File: src/rtl/lmc_pkg.sv
package lmc_pkg;

    typedef enum logic [1:0] {
        ST_HOLD = 2'd0,
        ST_FAIL = 2'd1,
        ST_NEG  = 2'd2,
        ST_PASS = 2'd3
    } lmc_state_e;

    typedef enum logic [1:0] {
        TXM_SILENT = 2'd0,
        TXM_PULSE  = 2'd1,
        TXM_IDLE   = 2'd2
    } lmc_txm_e;

    typedef struct packed {
        logic speed100;
        logic full_dup;
    } lmc_mode_s;

    function automatic lmc_txm_e pick_txm(lmc_state_e st, logic s100);
        if (st == ST_HOLD) return TXM_SILENT;
        return s100 ? TXM_IDLE : TXM_PULSE;
    endfunction

endpackage

File: src/rtl/lmc_hold_timer.sv
module lmc_hold_timer #(
    parameter int HOLD_CYCLES = 150_000_000
) (
    input  logic clk,
    input  logic rst,
    input  logic clear,
    input  logic run,
    output logic done
);
    localparam int CW = $clog2(HOLD_CYCLES + 1);
    localparam logic [CW-1:0] LAST = CW'(HOLD_CYCLES - 1);

    logic [CW-1:0] cnt;

    always_ff @(posedge clk) begin
        if (rst || clear || !run) cnt <= '0;
        else                      cnt <= cnt + 1'b1;
    end

    assign done = run && (cnt == LAST);

    assert_cnt_bound_R3: assert property (@(posedge clk) disable iff (rst)
        cnt <= CW'(HOLD_CYCLES));

endmodule

File: src/rtl/lmc_fsm.sv
module lmc_fsm
    import lmc_pkg::*;
(
    input  logic       clk,
    input  logic       rst,
    input  logic       an_act,
    input  logic       act_rise,
    input  logic       restart_hit,
    input  logic       link_dis,
    input  logic       link_lost,
    input  logic       neg_done,
    input  lmc_mode_s  neg_mode,
    input  logic       hold_done,
    output lmc_state_e state,
    output logic       enter_hold,
    output logic       ack,
    output lmc_mode_s  det
);
    lmc_state_e nxt;
    logic       take;

    always_comb begin
        nxt        = state;
        enter_hold = 1'b0;
        take       = 1'b0;
        if (link_dis) begin
            nxt = ST_PASS;
        end else if (act_rise || restart_hit) begin
            nxt        = ST_HOLD;
            enter_hold = 1'b1;
        end else begin
            unique case (state)
                ST_HOLD: if (!an_act || hold_done) nxt = ST_FAIL;
                ST_FAIL: begin
                    if (an_act)          nxt = ST_NEG;
                    else if (!link_lost) nxt = ST_PASS;
                end
                ST_NEG: begin
                    if (!an_act) nxt = ST_FAIL;
                    else if (neg_done) begin
                        nxt  = ST_PASS;
                        take = 1'b1;
                    end
                end
                ST_PASS: if (link_lost) nxt = ST_FAIL;
                default: nxt = ST_FAIL;
            endcase
        end
    end

    always_ff @(posedge clk) begin
        if (rst) begin
            state <= ST_FAIL;
            ack   <= 1'b0;
            det   <= '0;
        end else begin
            state <= nxt;
            if (enter_hold) ack <= 1'b0;
            else if (take)  ack <= 1'b1;
            if (take) det <= neg_mode;
        end
    end

    assert_linkdis_pass_R7: assert property (@(posedge clk) disable iff (rst)
        link_dis |=> state == ST_PASS);

    assert_rise_hold_R2: assert property (@(posedge clk) disable iff (rst)
        (act_rise && !link_dis) |=> state == ST_HOLD);

    assert_done_latch_R6: assert property (@(posedge clk) disable iff (rst)
        (state == ST_NEG && neg_done && an_act && !link_dis && !act_rise && !restart_hit)
        |=> (state == ST_PASS && ack && det == $past(neg_mode)));

    assert_neg_abort_R11: assert property (@(posedge clk) disable iff (rst)
        (state == ST_NEG && !an_act && !link_dis) |=> state == ST_FAIL);

endmodule

File: src/rtl/lmc_mode_resolve.sv
module lmc_mode_resolve
    import lmc_pkg::*;
(
    input  lmc_state_e state,
    input  logic       an_act,
    input  logic       link_dis,
    input  lmc_mode_s  man,
    input  lmc_mode_s  det,
    output lmc_mode_s  mode,
    output lmc_txm_e   txm,
    output logic       halt,
    output logic       led_n
);
    always_comb begin
        mode  = (an_act && !link_dis) ? det : man;
        txm   = pick_txm(state, mode.speed100);
        halt  = (state == ST_HOLD);
        led_n = (state != ST_PASS);
    end
endmodule

File: src/rtl/link_mode_ctrl.sv
module link_mode_ctrl
    import lmc_pkg::*;
#(
    parameter int HOLD_CYCLES = 150_000_000
) (
    input  logic       clk,
    input  logic       rst,
    input  logic       cfg_an_en,
    input  logic       pin_an_en,
    input  logic       restart_set,
    input  logic       link_dis,
    input  logic       man_speed100,
    input  logic       man_full,
    input  logic       neg_done,
    input  logic       neg_speed100,
    input  logic       neg_full,
    input  logic       link_lost,
    output logic       speed100,
    output logic       full_dup,
    output logic       tx_halt,
    output logic [1:0] tx_mode,
    output logic [1:0] link_state,
    output logic       link_led_n,
    output logic       an_ack,
    output logic       spd_det,
    output logic       dup_det,
    output logic       restart_bit
);
    logic       an_act, act_q, act_rise, restart_hit;
    logic       enter_hold, hold_done;
    lmc_state_e state;
    lmc_mode_s  det, mode, man_mode, neg_mode;
    lmc_txm_e   txm;

    assign an_act      = cfg_an_en && pin_an_en;
    assign act_rise    = an_act && !act_q;
    assign restart_hit = restart_bit && an_act;
    assign man_mode    = '{speed100: man_speed100, full_dup: man_full};
    assign neg_mode    = '{speed100: neg_speed100, full_dup: neg_full};

    always_ff @(posedge clk) begin
        if (rst) begin
            act_q       <= 1'b0;
            restart_bit <= 1'b0;
        end else begin
            act_q       <= an_act;
            restart_bit <= restart_set;
        end
    end

    lmc_fsm u_fsm (
        .clk        (clk),
        .rst        (rst),
        .an_act     (an_act),
        .act_rise   (act_rise),
        .restart_hit(restart_hit),
        .link_dis   (link_dis),
        .link_lost  (link_lost),
        .neg_done   (neg_done),
        .neg_mode   (neg_mode),
        .hold_done  (hold_done),
        .state      (state),
        .enter_hold (enter_hold),
        .ack        (an_ack),
        .det        (det)
    );

    lmc_hold_timer #(.HOLD_CYCLES(HOLD_CYCLES)) u_timer (
        .clk  (clk),
        .rst  (rst),
        .clear(enter_hold),
        .run  (state == ST_HOLD),
        .done (hold_done)
    );

    lmc_mode_resolve u_resolve (
        .state   (state),
        .an_act  (an_act),
        .link_dis(link_dis),
        .man     (man_mode),
        .det     (det),
        .mode    (mode),
        .txm     (txm),
        .halt    (tx_halt),
        .led_n   (link_led_n)
    );

    assign speed100   = mode.speed100;
    assign full_dup   = mode.full_dup;
    assign tx_mode    = txm;
    assign link_state = state;
    assign spd_det    = det.speed100;
    assign dup_det    = det.full_dup;

    assert_restart_clears_R4: assert property (@(posedge clk) disable iff (rst)
        (restart_bit && !restart_set) |=> !restart_bit);

    assert_restart_hold_R4: assert property (@(posedge clk) disable iff (rst)
        (restart_hit && !link_dis) |=> link_state == 2'd0);

    assert_lost_fail_R10: assert property (@(posedge clk) disable iff (rst)
        (link_state == 2'd3 && link_lost && !link_dis && !act_rise && !restart_hit)
        |=> link_state == 2'd1);

endmodule

File: config.mk
export PLATFORM = sky130hd
export DESIGN_NAME = link_mode_ctrl
export DESIGN_NICKNAME = d
export VERILOG_FILES = /design/src/rtl/lmc_pkg.sv /design/src/rtl/lmc_hold_timer.sv /design/src/rtl/lmc_fsm.sv /design/src/rtl/lmc_mode_resolve.sv /design/src/rtl/link_mode_ctrl.sv
export SDC_FILE = /design/constraint.sdc
export NUM_CORES = 1
export LEC_CHECK = 0
export BUFFER_PORTS_ARGS = -buffer_cell sky130_fd_sc_hd__buf_2
export CAP_MARGIN = 20
export CORE_UTILIZATION = 45
export DETAILED_ROUTE_END_ITERATION = 6
export PLACE_DENSITY = 0.67
export SLEW_MARGIN = 20
export SYNTH_ARGS = -nofsm -noshare
export SYNTH_HDL_FRONTEND = slang
export SYNTH_SLANG_ARGS = --single-unit
File: constraint.sdc
create_clock -name clk -period 1.55 [get_ports clk]
set_input_delay 0.155 -clock clk [delete_from_list [all_inputs] [get_ports clk]]
set_output_delay 0.155 -clock clk [all_outputs]
set_load 0.01 [all_outputs]
==> results.json, run 1 <==
{
  "path_max_fanout": 4,
  "avgSynthCellArea_sq_um": 8.708,
  "cts_tree": "yes",
  "num_io_pins": 24,
  "ant_nets": 0,
  "yosys-top-cells-area": "dfxtp_1 (40%), xnor2_1 (8.1%), nor2_1 (7.6%)",
  "r2r-end": "u_fsm.state[1]$_SDFFE_PP0P_",
  "wl_per_cell_microns": 13.42,
  "seqPwrFrac_pct": 48.0,
  "rsz0062_at_grt": "yes",
  "synthesis.instances": 199,
  "ys_seq_elements": 35,
  "p_comb_share_pct": 10.4,
  "violations": "setup timing",
  "clk_pin_slew_ns": 0.07,
  "p_leak_uw": 0.001102,
  "die-area_sq_um": 4103,
  "wl_microns": 4213,
  "min_path_type": "in -> reg",
  "cts_sinks": 35,
  "cp_slowest_cell": "or4b_4",
  "fp-row-count": 22,
  "cts_made_buffers": 5,
  "rr_worst_depth": 5,
  "avgViaCountPerCell": 5.162,
  "antenna_found_initial": 0,
  "cp.depth": 5,
  "io_buffers": 23,
  "ir_drop_uv": 512.3,
  "max_stage_delay_ns": 0.43,
  "path_class": "reg -> reg",
  "fin_worst_skew_ns": 0.007367,
  "ctsRootBufferMaster": "clkbuf_8",
  "synth-seq-area-share_pct": 40.43,
  "yosys.area.top_type_share_pct": 40.43,
  "critical_path_arrival_ns": 1.85,
  "gp_congestion": 0.7728,
  "cts_max_level": 2,
  "synth-edff-count": 0,
  "whs_ns": 0.09643,
  "grt_start_max_net_pins": 28,
  "r2r_start": "u_fsm.state[1]$_SDFFE_PP0P_",
  "n_antenna_cell": 0,
  "synth_ff_type": "dfxtp_1",
  "switchingPower_uw": 458.0,
  "p_per_area_nw_per_um2": 728.5,
  "grt_overflow": 0,
  "grt_pass1_vias": 1504,
  "area_delta_synth_final_pct": 52.42,
  "clockPowerShare_pct": 41.6,
  "final_area_sq_um": 2641,
  "end_kind": "register",
  "setup_viol": 10,
  "relSlewSlack_pct": 70.02,
  "die_h_microns": 64.06,
  "worst_pin_slew_ns": 0.4384,
  "outcome": "finished, violations left",
  "initial_utilization_pct": 46.98,
  "most-common-layout-cells": "buf_4 (38), nor2_1 (34), dfxtp_1 (24)",
  "maxCapViolations": 0,
  "clk_latency_ns": 0.29,
  "fin_crit_sh_pct": 106.3,
  "synth_top_cell_by_area": "dfxtp_1",
  "syn_nets": 216,
  "dp_hpwl_microns": 2884,
  "worstSetupStartpointType": "register",
  "fin_nets": 282,
  "path_cells": "inv_4, ha_4, or4b_4, or3_1, o221ai_1",
  "core-area_sq_um": 3689,
  "hold_violations": 0,
  "synthArstFlopShare_pct": 0,
  "critPathBufInv": 1,
  "rrSetupSlack_ns": -0.1,
  "grt_pass1_wl_microns": 6796,
  "min-delay-start": "restart_set",
  "vias": 1621,
  "placed_area_sq_um": 2315,
  "crit_family": "simple AND/OR/NAND/NOR gates",
  "first_iter_violations": 99,
  "max_freq_mhz": 607.1,
  "drt_first_pass_iters": 4,
  "p_int_uw": 1466,
  "drv_slew": 0,
  "ctsLongestPathBuffers": 2,
  "ys_types": 35,
  "min_delay_path_depth": 2,
  "grtUsageTotal_pct": 22.15,
  "die_w_microns": 64.06,
  "syn_area_sq_um": 1733,
  "fin_crit_ns": 1.647,
  "required_ns": 1.75,
  "hold_end": "restart_bit$_SDFF_PP0_",
  "worst_slack_ns": -0.09721,
  "final_common_cell": "buf_4",
  "drive_gt1_share_pct": 47.37,
  "power_uw": 1924,
  "remaining_drc_errors": 0,
  "ys.warnings.count": 0,
  "swShare_pct": 23.80
}
-- power by group through the flow --
stage,Combinational [uW],Sequential (uW),Clock [uW]
after floorplan,97.7,951,0
after global placement,188,945,0
after detailed placement,190,946,0
after CTS,200,926,816
after global routing,222,926,865
final,200,924,800
-- flip-flops by register name (all words and copies together) (netlist names) --
signal and flops:
u_timer.cnt 28, u_fsm.det 2, u_fsm.state 2, act_q 1, restart_bit 1, u_fsm.ack 1
-- worst max-delay path by stage --
stage | startpoint | end | slack (ns)
2_1_floorplan | u_fsm.state[1]$_SDFFE_PP0P_ | u_fsm.state[1]$_SDFFE_PP0P_ | -0.07
3_3_place_gp | u_timer.cnt[18]$_SDFF_PP0_ | u_fsm.state[1]$_SDFFE_PP0P_ | -0.16
3_5_place_dp | u_timer.cnt[18]$_SDFF_PP0_ | u_fsm.state[1]$_SDFFE_PP0P_ | -0.19
4_1_cts | u_timer.cnt[13]$_SDFF_PP0_ | u_fsm.state[1]$_SDFFE_PP0P_ | -0.11
5_1_grt | u_timer.cnt[13]$_SDFF_PP0_ | u_fsm.state[1]$_SDFFE_PP0P_ | -0.16
6_report | u_fsm.state[1]$_SDFFE_PP0P_ | u_fsm.state[1]$_SDFFE_PP0P_ | -0.1
-- synthesized netlist by cell type (5+ instances only) --
cell type / count
dfxtp_1: 35
nor2_1: 35
xnor2_1: 16
nand3_1: 14
inv_1: 12
nand2_1: 10
xor2_1: 9
nor3_1: 6
ha_1: 5
nand4_1: 5
nor4_2: 5
-- cell type report --
cell class,count,area [sq um]
multi-input cells,145,1211
fillers,299,1047
flip-flops and latches,35,724.4
repair buffers,66,483.0
clock buffers,7,107.6
well taps,48,60.06
inverters,12,50.05
clock inverters,1,5.005
-- kinds of logic after synthesis --
kind of cell,count (synthesis),synth area share (%)
simple gates,100,31.91
flops,35,40.43
xor+xnor,25,12.64
buf+inv,19,4.404
compound gates,10,3.972
mux,5,3.032
fa+ha+maj,5,3.610
-- repair_timing --
action / in CTS / in global routing
hold buffers: 0 / 0
endpoints found under the setup margin: 18 / 32
pin swaps: 5 / 12
resized for setup: 25 / 24
buffers inserted: 0 / 3
-- through the flow --
step	util [%]	TNS (ns)	worst slack, ns	std cells
after detailed placement	62.75	-1.056	-0.1884	304
after floorplan	-	-0.1400	-0.06609	199
final	71.61	-0.4351	-0.09721	314
after CTS	68.96	-0.3519	-0.1067	312
after global placement	62.75	-0.5650	-0.1559	304
after global routing	71.61	-1.309	-0.1570	314
-- per-layer routing --
layer	up-vias	wire length (microns)	track usage, %
met2	39	2003	36.17
met5	-	0	0
met1	754	1970	27.33
li1	821	-	-
met3	7	170	5.893
met4	0	70	9.375
No activity file was read; power rests on OpenSTA's default activity.
==> run 2: changes to the inputs <==
--- a/config.mk
+++ b/config.mk
@@ -5,6 +5,7 @@
 export SDC_FILE = /design/constraint.sdc
 export NUM_CORES = 1
 export LEC_CHECK = 0
+export ABC_AREA = 1
 export BUFFER_PORTS_ARGS = -buffer_cell sky130_fd_sc_hd__buf_2
 export CAP_MARGIN = 20
 export CORE_UTILIZATION = 45
==> results.json, run 2 <==
{
  "fin_worst_skew_ns": 0.003293,
  "final_common_cell": "nand2_1",
  "synth_ff_type": "dfxtp_1",
  "synthesis.instances": 299,
  "ctsLongestPathBuffers": 2,
  "min_path_type": "in -> reg",
  "cts_tree": "yes",
  "ant_nets": 0,
  "cts_sinks": 35,
  "vias": 1960,
  "rsz0062_at_grt": "yes",
  "antenna_found_initial": 0,
  "largest_register_ffs": 28,
  "die-area_sq_um": 4599,
  "max_freq_mhz": 671.8,
  "area_delta_synth_final_pct": 23.62,
  "io_buffers": 23,
  "ir_drop_uv": 522.5,
  "syn_nets": 316,
  "worst_pin_slew_ns": 0.3287,
  "cp-startpoint": "u_timer.cnt[8]$_SDFF_PP0_",
  "gp_congestion": 0.8982,
  "remaining_drc_errors": 0,
  "path_max_fanout": 4,
  "avgViaCountPerCell": 4.987,
  "p_per_area_nw_per_um2": 718.4,
  "fillers": 392,
  "crit_end": "u_timer.cnt[18]$_SDFF_PP0_",
  "grt_pass1_wl_microns": 7258,
  "rrSetupSlack_ns": 0.06,
  "drt_first_pass_iters": 5,
  "ys_types": 26,
  "drv_slew": 0,
  "yosysMostFrequentCell": "nand2_1",
  "maxCapViolations": 0,
  "yosys.area.top_type_share_pct": 35.94,
  "fin_util_pct": 58.97,
  "p_leak_uw": 0.0009813,
  "fin_crit_ns": 1.489,
  "reg_top3": "u_timer.cnt: 28 flops, u_fsm.det: 2 flops, u_fsm.state: 2 flops",
  "ys.warnings.count": 0,
  "worstSetupStartpointType": "register",
  "yosys-top-cells-area": "dfxtp_1 (36%), nand2_1 (14%), nor2_1 (9.6%)",
  "cp_slowest_cell": "dfxtp_1",
  "dp_hpwl_microns": 3506,
  "critical_path_arrival_ns": 1.70,
  "die_h_microns": 67.82,
  "grt_start_max_net_pins": 23,
  "max_stage_delay_ns": 0.41,
  "n_antenna_cell": 0,
  "grt_overflow": 0,
  "hold_violations": 0,
  "wl_per_cell_microns": 11.89,
  "setup_viol": 0,
  "r2r_start": "u_timer.cnt[8]$_SDFF_PP0_",
  "synth_top_cell_by_area": "dfxtp_1",
  "fin_crit_sh_pct": 96.04,
  "cts_max_level": 2,
  "required_ns": 1.76,
  "ys_seq_elements": 35,
  "avgSynthCellArea_sq_um": 6.520,
  "first_iter_violations": 121,
  "finalNonFillerCells": 393,
  "fp-row-count": 23,
  "end_kind": "register",
  "ys_top_cells_by_count": "nand2_1 (73), nor2_1 (50), inv_1 (48)",
  "outcome": "finished clean",
  "rr_worst_depth": 7,
  "power_uw": 1731,
  "clk_latency_ns": 0.28,
  "synth-seq-area-share_pct": 35.94,
  "drive_gt1_share_pct": 22.16,
  "synthArstFlopShare_pct": 0,
  "grtUsageTotal_pct": 21.23,
  "clk_pin_slew_ns": 0.07,
  "r2r-end": "u_timer.cnt[18]$_SDFF_PP0_",
  "synth-edff-count": 0,
  "wl_microns": 4672,
  "top_register": "u_timer.cnt",
  "num_io_pins": 24,
  "fin_nets": 360,
  "syn_area_sq_um": 1949,
  "grt_pass1_vias": 1607,
  "cts_made_buffers": 5,
  "ctsRootBufferMaster": "clkbuf_8",
  "relSlewSlack_pct": 77.92,
  "place_inst": 382,
  "most-common-layout-cells": "nand2_1 (71), nor2_1 (48), inv_1 (46)",
  "path_class": "reg -> reg",
  "core-area_sq_um": 4086,
  "initial_utilization_pct": 47.70,
  "die_w_microns": 67.82,
  "path_cells": "nand2_1, nor3_4, nand2_4, nor2_4, inv_2, o21ai_1, nor3b_2",
  "whs_ns": 0.06373
}
## run 2: cell types whose count changed after synthesis, sizes merged, moves of 5 or more
cell	change
inv	+38
nand4	+6
nor2	+20
xor2	-7
nor3	+5
xnor2	-12
nand2	+65
nor4	-8
a21oi	+16
o21ai	+9
## run 2: worst max-delay path, delay by kind of cell, from the launching register on
| kind | cells | cell delay, ns |
|---|---|---|
| and+or+nand+nor | 5 | 0.85 |
| DFF | 1 | 0.41 |
| AOI/OAI and AO/OA | 1 | 0.11 |
| buffers and inverters | 1 | 0.06 |
## run 2: worst min path at each step
stage | start | to | cells after the start
floorplan | rst | restart_bit$_SDFF_PP0_ | 1
global placement | restart_set | restart_bit$_SDFF_PP0_ | 3
detailed placement | rst | restart_bit$_SDFF_PP0_ | 2
CTS | rst | restart_bit$_SDFF_PP0_ | 2
global route | rst | restart_bit$_SDFF_PP0_ | 2
finish | rst | restart_bit$_SDFF_PP0_ | 2
## run 2: cell type report
type                            instances  area, sq um  area share (%)
Timing Repair Buffer                   39        251.5           10.44
Sequential cell                        35        709.4           29.44
Multi-Input combinational cell        212         1111           46.11
Clock inverter                          1        5.005          0.2077
Tap cell                               50        62.56           2.596
Inverter                               50        187.7           7.788
Clock buffer                            6        82.58           3.427
## run 2: where the power goes
group          leakage, uW  switching [uW]  total [uW]  internal [uW]
clock network    0.0000470             318         667            349
registers         0.000285            7.70         915            907
logic             0.000650            86.6         150           63.0
total             0.000981             413        1730           1320
## run 2: timing repair
item	4_1_cts	5_1_grt
gates resized for setup	0	23
hold buffers	0	0
buffers inserted	0	4
endpoints found under the setup margin	0	12
## run 2: kinds of logic after synthesis
logic type               synth area share, %
AO/OA/AOI/OAI                          7.767
XOR/XNOR                               2.696
adder cells (fa/ha/maj)                3.209
buffers and inverters                  10.14
flip-flops                             35.94
AND/OR/NAND/NOR                        40.24
## run 2: metrics by stage
stage / setup TNS (ns) / instance area [sq um] / setup slack (ns)
finish: 0 / 2410 / 0.06137
global route: -0.06862 / 2410 / -0.03411
CTS: 0 / 2307 / 0.04264
detailed placement: 0 / 2220 / 0.05854
global placement: 0 / 2220 / 0.08680
floorplan: 0 / 1949 / 0.08143
## run 2: layer usage
metal,track usage (%),up-vias,share of wire (%)
li1,-,1025,-
met1,29.69,885,49
met2,31.93,48,46
met3,4.667,2,5.1
met4,7.292,0,0.62
met5,0,-,0
==> run 3: changes to the inputs <==
--- a/config.mk
+++ b/config.mk
@@ -10,7 +10,7 @@
 export CAP_MARGIN = 20
 export CORE_UTILIZATION = 45
 export DETAILED_ROUTE_END_ITERATION = 6
-export PLACE_DENSITY = 0.67
+export PLACE_DENSITY = 0.64
 export SLEW_MARGIN = 20
 export SYNTH_ARGS = -nofsm -noshare
 export SYNTH_HDL_FRONTEND = slang
==> constraint.sdc (replaced) <==
create_clock -name clk -period 1.4 [get_ports clk]
set_input_delay 0.14 -clock clk [delete_from_list [all_inputs] [get_ports clk]]
set_output_delay 0.14 -clock clk [all_outputs]
set_load 0.01 [all_outputs]
==> results.json, run 3 (synthesis results as in run 2) <==
{
  "outcome": "finished, violations left",
  "violations": "setup timing",
  "seqPwrFrac_pct": 50.0,
  "gp_congestion": 0.9161,
  "grt_pass1_wl_microns": 7734,
  "die_h_microns": 67.82,
  "die_w_microns": 67.82,
  "dp_hpwl_microns": 3766,
  "drv_slew": 0,
  "p_leak_uw": 0.001137,
  "fin_worst_skew_ns": 0.007128,
  "fin_nets": 382,
  "ff_latch_area_sq_um": 724.4,
  "ctsLongestPathBuffers": 2,
  "path_cells": "nand3_2, nor2_4, nand2_4, nor2_4, nand3_2, or2_1, nor2_1, nor2_1",
  "p_per_area_nw_per_um2": 751.4,
  "clockPowerShare_pct": 40.2,
  "grt_pass1_vias": 1746,
  "remaining_drc_errors": 0,
  "final_area_sq_um": 2684,
  "grt_start_max_net_pins": 23,
  "grtUsageTotal_pct": 23.11,
  "worstSetupStartpointType": "register",
  "max_stage_delay_ns": 0.37,
  "clk_pin_slew_ns": 0.07,
  "rsz0062_at_grt": "yes",
  "setup_viol": 2,
  "antenna_found_initial": 0,
  "r2r_start": "u_timer.cnt[2]$_SDFF_PP0_",
  "cts_tree": "yes",
  "vias": 2030,
  "switchingPower_uw": 479.6,
  "swShare_pct": 23.78,
  "r2r-end": "u_timer.cnt[21]$_SDFF_PP0_",
  "ant_nets": 0,
  "max_freq_mhz": 709.6,
  "end_kind": "register",
  "fillers": 372,
  "p_comb_share_pct": 9.8,
  "min_delay_path_depth": 2,
  "first_iter_violations": 91,
  "cp_slowest_cell": "dfxtp_4",
  "timing.setup.tns_ns": -0.01274,
  "core-area_sq_um": 4086,
  "initial_utilization_pct": 47.70,
  "worst_pin_slew_ns": 0.2555,
  "drive_gt1_share_pct": 34.43,
  "avgViaCountPerCell": 4.880,
  "drt_first_pass_iters": 5,
  "area_delta_synth_final_pct": 37.68,
  "critical_path_arrival_ns": 1.60,
  "io_buffers": 23,
  "num_io_pins": 24,
  "hold_violations": 0,
  "fin_crit_ns": 1.409,
  "most-common-layout-cells": "nand2_1 (66), inv_1 (42), nor2_1 (40)",
  "multi_input_area_sq_um": 1187,
  "cts_sinks": 35,
  "fp-row-count": 23,
  "ir_drop_uv": 427.9,
  "top_register": "u_timer.cnt",
  "fin_crit_sh_pct": 100.7,
  "wl_per_cell_microns": 11.88,
  "ctsRootBufferMaster": "clkbuf_8",
  "min_path_type": "in -> reg",
  "grt_overflow": 0,
  "p_int_uw": 1537,
  "rr_worst_depth": 8,
  "path_class": "reg -> reg",
  "cts_made_buffers": 5,
  "path_max_fanout": 3,
  "wl_microns": 4941,
  "worst_slack_ns": -0.009250,
  "maxCapViolations": 0,
  "required_ns": 1.59,
  "clk_latency_ns": 0.29,
  "largest_register_ffs": 28,
  "reg_top3": "u_timer.cnt: 28 flops, u_fsm.det: 2 flops, u_fsm.state: 2 flops",
  "min-delay-start": "rst",
  "placed_area_sq_um": 2394,
  "die-area_sq_um": 4599,
  "n_antenna_cell": 0,
  "rrSetupSlack_ns": -0.009,
  "relSlewSlack_pct": 82.91,
  "hold_end": "u_fsm.state[1]$_SDFFE_PP0P_",
  "cts_max_level": 2,
  "final_common_cell": "nand2_1"
}
-- run 3: cell types whose count changed in the layout (fill, tap and decap cells not counted), sizes merged --
cell / previous run / this run
buf: 39 / 61
clkbuf: 6 / 8
clkinv: 1 / 0
-- run 3: stage by stage --
step | power (uW) | worst slack, ns | util, % | hold slack, ns | cells
floorplan | 1136 | 0.001471 | - | 0.2112 | 299
global placement | 1209 | -0.02390 | 58.57 | 0.3481 | 404
detailed placement | 1210 | -0.07216 | 58.57 | 0.3514 | 404
CTS | 2023 | -0.03153 | 62.03 | 0.03272 | 413
global route | 2095 | -0.09470 | 65.68 | 0.04981 | 416
finish | 2017 | -0.009250 | 65.68 | 0.03577 | 416
-- run 3: worst max-delay path: cells and delay by family (launching register included) --
kind             cells  cell delay [ns]
DFF                  1             0.37
and+or+nand+nor      8             0.93
-- run 3: worst max path at each step --
stage,startpoint,to,slack (ns),cells after the start
floorplan,u_fsm.state[0]$_SDFFE_PP1P_,u_fsm.state[1]$_SDFFE_PP0P_,0.001,10
global placement,u_timer.cnt[1]$_SDFF_PP0_,u_timer.cnt[20]$_SDFF_PP0_,-0.02,10
detailed placement,u_timer.cnt[1]$_SDFF_PP0_,u_timer.cnt[18]$_SDFF_PP0_,-0.07,10
CTS,u_timer.cnt[1]$_SDFF_PP0_,u_timer.cnt[18]$_SDFF_PP0_,-0.03,10
global route,u_timer.cnt[0]$_SDFF_PP0_,u_timer.cnt[21]$_SDFF_PP0_,-0.09,8
finish,u_timer.cnt[2]$_SDFF_PP0_,u_timer.cnt[21]$_SDFF_PP0_,-0.009,8
-- run 3: area by class of cell --
type                            instances  area share (%)
Timing Repair Buffer                   61           15.62
Clock buffer                            8           3.730
Tap cell                               50           2.331
Multi-Input combinational cell        212           44.24
Inverter                               50           7.086
Sequential cell                        35           26.99
-- run 3: power groups by stage --
stage	registers, uW	clock network (uW)	logic, uW
floorplan	1040	0	96.4
detailed placement	1030	0	175
CTS	1010	832	178
global placement	1040	0	174
global route	1010	862	223
finish	1010	811	197
-- run 3: routing by layer --
| layer | track usage [%] | up-vias | wire (microns) |
|---|---|---|---|
| li1 | - | 1071 | - |
| met1 | 29.55 | 918 | 2372 |
| met2 | 37.87 | 33 | 2302 |
| met3 | 5.000 | 8 | 199 |
| met4 | 8.594 | 0 | 67 |
| met5 | 0 | - | 0 |
-- run 3: what timing repair did --
action,4_1_cts,5_1_grt
setup buffers,1,3
setup endpoints to repair,12,35
hold buffers,0,0
cloned,0,0
pin swaps,3,16
resized for setup,11,49
